**src/rtl/irq_stat_pkg.sv**
```systemverilog
package irq_stat_pkg;

  typedef enum logic [1:0] {
    ROUTE_NONE = 2'd0,
    ROUTE_PRI  = 2'd1,
    ROUTE_SEC  = 2'd2
  } route_e;

  // Decide where a new event lands in the current cycle.
  function automatic route_e pick_route(input logic evt,
                                        input logic done,
                                        input logic sec_pend,
                                        input logic busy,
                                        input logic pri_pend);
    route_e r;
    if (!evt)
      r = ROUTE_NONE;
    else if (done)
      r = sec_pend ? ROUTE_SEC : ROUTE_PRI;
    else if (busy || pri_pend)
      r = ROUTE_SEC;
    else
      r = ROUTE_PRI;
    return r;
  endfunction

endpackage

```
**src/rtl/isr_range_track.sv**
```systemverilog
module isr_range_track (
  input  logic clk,
  input  logic rst_n,
  input  logic fade_stb,
  input  logic carrier_off_stb,
  input  logic preamble_stb,
  input  logic sync_stb,
  input  logic rx_en,
  output logic oor_flag,
  output logic oor_toggle
);

  logic live_q;
  logic live_nxt;
  logic rx_en_q;
  logic rx_fall;

  // a clear strobe outranks a set strobe in the same cycle
  always_comb begin
    live_nxt = live_q;
    if (fade_stb || carrier_off_stb)
      live_nxt = 1'b1;
    if (preamble_stb || sync_stb)
      live_nxt = 1'b0;
  end

  assign rx_fall    = rx_en_q && !rx_en;
  // only a real change of the reported level counts as an event
  assign oor_toggle = rx_fall && (live_nxt != oor_flag);

  always_ff @(posedge clk or negedge rst_n) begin
    if (!rst_n) begin
      live_q   <= 1'b0;
      rx_en_q  <= 1'b0;
      oor_flag <= 1'b0;
    end else begin
      live_q  <= live_nxt;
      rx_en_q <= rx_en;
      if (rx_fall)
        oor_flag <= live_nxt;
    end
  end

endmodule

```
**src/rtl/isr_evt_slot.sv**
```systemverilog
module isr_evt_slot #(
  parameter int CALL_W = 4,
  localparam int EV_W  = CALL_W + 2
) (
  input  logic              clk,
  input  logic              rst_n,
  input  logic              clr,
  input  logic              ld,
  input  logic [EV_W-1:0]   ld_val,
  input  logic              mrg,
  input  logic              mrg_call,
  input  logic [CALL_W-1:0] mrg_bits,
  input  logic              mrg_chg,
  output logic [EV_W-1:0]   q,
  output logic              pend
);

  // layout: {chg, call, bits}
  localparam int CALL_IX = CALL_W;
  localparam int CHG_IX  = CALL_W + 1;

  logic [EV_W-1:0] nxt;

  always_comb begin
    nxt = q;
    if (clr)
      nxt = '0;
    if (ld)
      nxt = ld_val;
    if (mrg) begin
      if (mrg_call) begin
        nxt[CALL_IX]      = 1'b1;
        nxt[CALL_W-1:0]   = mrg_bits;   // newest call wins
      end
      if (mrg_chg)
        nxt[CHG_IX] = 1'b1;
    end
  end

  always_ff @(posedge clk or negedge rst_n) begin
    if (!rst_n)
      q <= '0;
    else
      q <= nxt;
  end

  assign pend = q[CALL_IX] || q[CHG_IX];

endmodule

```
**src/rtl/isr_ctrl.sv**
```systemverilog
module isr_ctrl
  import irq_stat_pkg::*;
(
  input  logic   clk,
  input  logic   rst_n,
  input  logic   rd_busy,
  input  logic   evt,
  input  logic   pri_pend,
  input  logic   sec_pend,
  output logic   rd_done,
  output route_e route,
  output logic   irq_n
);

  logic busy_q;

  assign rd_done = busy_q && !rd_busy;
  assign route   = pick_route(evt, rd_done, sec_pend, rd_busy, pri_pend);

  always_ff @(posedge clk or negedge rst_n) begin
    if (!rst_n) begin
      busy_q <= 1'b0;
      irq_n  <= 1'b1;
    end else begin
      busy_q <= rd_busy;
      // completion edge releases the line; R6: it drops again next edge
      if (rd_done)
        irq_n <= 1'b1;
      else
        irq_n <= !pri_pend;
    end
  end

endmodule

```
**src/rtl/irq_status_dbuf.sv**
```systemverilog
module irq_status_dbuf
  import irq_stat_pkg::*;
#(
  parameter int CALL_W = 4,
  localparam int STAT_W = CALL_W + 4,
  localparam int EV_W   = CALL_W + 2
) (
  input  logic              clk,
  input  logic              rst_n,
  input  logic              call_stb,
  input  logic [CALL_W-1:0] call_bits,
  input  logic              preamble_stb,
  input  logic              sync_stb,
  input  logic              fade_stb,
  input  logic              carrier_off_stb,
  input  logic              rx_en,
  input  logic              rd_busy,
  output logic [STAT_W-1:0] status_o,
  output logic              irq_n
);

  logic            oor_flag;
  logic            oor_toggle;
  logic            evt;
  logic            rd_done;
  route_e          route;
  logic [EV_W-1:0] pri_q;
  logic [EV_W-1:0] sec_q;
  logic            pri_pend;
  logic            sec_pend;

  isr_range_track u_range (
    .clk             (clk),
    .rst_n           (rst_n),
    .fade_stb        (fade_stb),
    .carrier_off_stb (carrier_off_stb),
    .preamble_stb    (preamble_stb),
    .sync_stb        (sync_stb),
    .rx_en           (rx_en),
    .oor_flag        (oor_flag),
    .oor_toggle      (oor_toggle)
  );

  assign evt = call_stb || oor_toggle;

  isr_ctrl u_ctrl (
    .clk      (clk),
    .rst_n    (rst_n),
    .rd_busy  (rd_busy),
    .evt      (evt),
    .pri_pend (pri_pend),
    .sec_pend (sec_pend),
    .rd_done  (rd_done),
    .route    (route),
    .irq_n    (irq_n)
  );

  // primary: refilled from the secondary slot when a read completes
  isr_evt_slot #(.CALL_W(CALL_W)) u_pri (
    .clk      (clk),
    .rst_n    (rst_n),
    .clr      (1'b0),
    .ld       (rd_done),
    .ld_val   (sec_q),
    .mrg      (route == ROUTE_PRI),
    .mrg_call (call_stb),
    .mrg_bits (call_bits),
    .mrg_chg  (oor_toggle),
    .q        (pri_q),
    .pend     (pri_pend)
  );

  // secondary: emptied on completion, collects parked events
  isr_evt_slot #(.CALL_W(CALL_W)) u_sec (
    .clk      (clk),
    .rst_n    (rst_n),
    .clr      (rd_done),
    .ld       (1'b0),
    .ld_val   ({EV_W{1'b0}}),
    .mrg      (route == ROUTE_SEC),
    .mrg_call (call_stb),
    .mrg_bits (call_bits),
    .mrg_chg  (oor_toggle),
    .q        (sec_q),
    .pend     (sec_pend)
  );

  assign status_o = {1'b0, pri_q[EV_W-1], oor_flag, pri_q[CALL_W:0]};

endmodule

```
**config.mk**
```make
export PLATFORM = sky130hd
export DESIGN_NAME = irq_status_dbuf
export DESIGN_NICKNAME = d
export VERILOG_FILES = /design/src/rtl/irq_stat_pkg.sv /design/src/rtl/isr_range_track.sv /design/src/rtl/isr_evt_slot.sv /design/src/rtl/isr_ctrl.sv /design/src/rtl/irq_status_dbuf.sv
export SDC_FILE = /design/constraint.sdc
export NUM_CORES = 1
export LEC_CHECK = 0
export ABC_AREA = 0
export BUFFER_PORTS_ARGS = -buffer_cell sky130_fd_sc_hd__buf_2
export CORE_MARGIN = 4
export CORE_UTILIZATION = 27
export DETAILED_ROUTE_END_ITERATION = 10
export SLEW_MARGIN = 10
export SYNTH_ARGS = -nofsm -noshare
export SYNTH_HDL_FRONTEND = slang
export SYNTH_SLANG_ARGS = --single-unit
```
**constraint.sdc**
```tcl
create_clock -name clk -period 1.4 [get_ports clk]
set_input_delay 0.42 -clock clk [delete_from_list [all_inputs] [get_ports clk]]
set_output_delay 0.42 -clock clk [all_outputs]
set_load 0.02 [all_outputs]
```
==> run summary <==
status - completed
design area - 975 sq um
Crit Path Class - flip-flop to output port
worst path buffer plus inverter count - 1
NumNets Final - 105
Pre-antenna DRT Iters - 2
final hold viol count - 0
Final min period - 1.35 ns
initial core utilization - 28.4%
M1 GR Usage - 10.6%
fin util - 35.0%
P per Cell Area - 1250 nW/um^2
pin count of the biggest net entering global routing - 18
Final Slew Violations - 0
Post-Synthesis Cells - 67
Tcrit/Tclk final - 96.7%
Worst setup EP type - output port
Max rail drop VDD - 0.000574 V
first-pass GRT wire length - 2.25 mm
CTS Buffer Depth - 2
Avg Inst Size Synth - 11.8 sq um
Routed WL per cell - 11.3 microns
gr busiest metal - met2
RSZ-0062 raised after global routing - false
TritonCTS buffer count - 3
vias per inst - 4.57
die height - 62.1 microns
slowest CP cell - dfstp_2
Top Ports - 22
layout cells sized above 1 - 39.6%
Remaining DRCs - 0
worst r2r dst - u_pri.q[5]
Global Route met3 Usage - 1.65%
initial antenna violation count - 0
CTS tree - yes
routing usage on met2 - 12.1%
Synth Register Bits - 17
Final WS setup - 0.0465 ns
vias in the first global route - 533
Rows - 19
Area after DPL - 930 sq um
Overall Global Routing Usage - 8.03%
cell count along the critical path - 1
Die Width - 62.1 microns
H-Tree Depth - 1
maxcap violations - 0
root buffer cell - clkbuf_4
IO Port Bufs - 20
Routed Antenna Nets - 0
yosys warns - 0
CP Data Required Time - 0.98 ns
Netlist cell types - 23
Post-Syn Nets - 80
gr ovfl total - 0
Core ar. - 2780 sq um
# setup viols final - 0
DRT iter0 DRCs - 2
Crit path max-delay family - flip-flops
Die ar. - 3850 sq um
clock skew - 0.00173 ns
clk_lat worst skew - 0.28 ns
FF-to-FF Start - u_ctrl.busy_q
Fmax achieved - 739 MHz
routed vias - 557
CP peak stage delay - 0.53 ns
clock edge transition at the registers on the reported setup and hold paths - 0.10 ns
most frequent cells in the layout - buf_2, dfrtp_1, mux2i_1, nand2_1, buf_4
flop2flop setup slack - 0.12 ns
pre-CTS setup slack - -0.115 ns
Syn Std Cell Area - 790 sq um
CP arrival - 0.93 ns
most common cell after layout, fill and taps aside - buf_2
Clock Sink Count - 17
CP cell instances - buf_4
Tightest Hold Check Type - input pin to async pin
crit path max fanout - 1
P&R area growth vs syn - 23.5%
startpoint types - flip-flop
post-DP HPWL - 1.07 mm
R2R depth - 4
DRT Wirelength - 1.38 mm
diode count - 0
Final Wtd Congestion - 0.726
LEAKAGE - 0.527 nW
post-synthesis sequential area ratio - 54.0%
## how the worst max path moves through the flow
stage / to / from
after floorplan: u_pri.q[5] / carrier_off_stb
after global placement: u_sec.q[0] / rd_busy
after detailed placement: u_sec.q[0] / rd_busy
after CTS: irq_n / u_ctrl.irq_n
after global routing: irq_n / u_ctrl.irq_n
final: irq_n / u_ctrl.irq_n
## per-stage QoR
step / setup TNS, ns / hold slack [ns] / cells / total power (W)
6_report: 0 / 0.0380 / 122 / 0.00122
5_1_grt: 0 / 0.0642 / 122 / 0.00130
4_1_cts: 0 / 0.0442 / 122 / 0.00123
3_5_place_dp: -0.706 / 0.364 / 118 / 0.000968
3_3_place_gp: -0.492 / 0.354 / 118 / 0.000958
2_1_floorplan: 0 / 0.124 / 67 / 0.000854
## cell type report
| type | count | area [sq um] |
|---|---|---|
| clock buffers | 3 | 22.5 |
| clock inverters | 1 | 5.00 |
| fillers | 305 | 1810 |
| inverters | 4 | 15.0 |
| multi-input cells | 41 | 327 |
| flip-flops and latches | 17 | 427 |
| well taps | 31 | 38.8 |
| repair buffers | 25 | 140 |
## flip-flops by register name, summed over array words and instances (netlist names)
name,cells
u_ctrl.busy_q,1
u_ctrl.irq_n,1
u_pri.q,6
u_range.live_q,1
u_range.oor_flag,1
u_range.rx_en_q,1
u_sec.q,6
## Yosys cell counts, drive strengths merged
cell,instances,area [sq um]
dfrtp,16,400
mux2i,14,140
nand2,8,30.0
buf,5,36.3
inv,4,15.0
o21ai,4,23.8
nand2b,2,12.5
nor3,2,10.0
or3,2,12.5
conb,1,3.75
dfstp,1,26.3
mux2,1,11.3
nor2,1,3.75
nor4,1,12.5
nor4b,1,15.0
o211a,1,10.0
o31ai,1,7.51
or3b,1,8.76
or4b,1,10.0
## power by group
part	switching (W)	internal, W
combinational	0.000185	0.000142
sequential	0.0000546	0.000581
clock	0.000151	0.000106
total	0.000390	0.000829
## cell families (layout without fill, tap and decap cells)
logic type	after synthesis	count (layout)	synth area share, %
compound gates	6	6	5.23
buf+inv	9	33	6.50
flops	17	17	54.0
mux	15	15	19.2
other cells	1	1	0.475
simple gates	19	19	14.6
## metal layers
layer	part of all wire (%)	routed length (microns)
met1	44	604
met2	49	676
met3	5.5	76
met4	1.6	22
met5	0	0
## repair_timing
| action | 4_1_cts | 5_1_grt |
|---|---|---|
| setup endpoints to repair | 0 | 9 |
| hold buffers | 0 | 0 |
| buffers inserted | 0 | 0 |
| resized for setup | 0 | 4 |
Power figures use the tool's default switching activity.
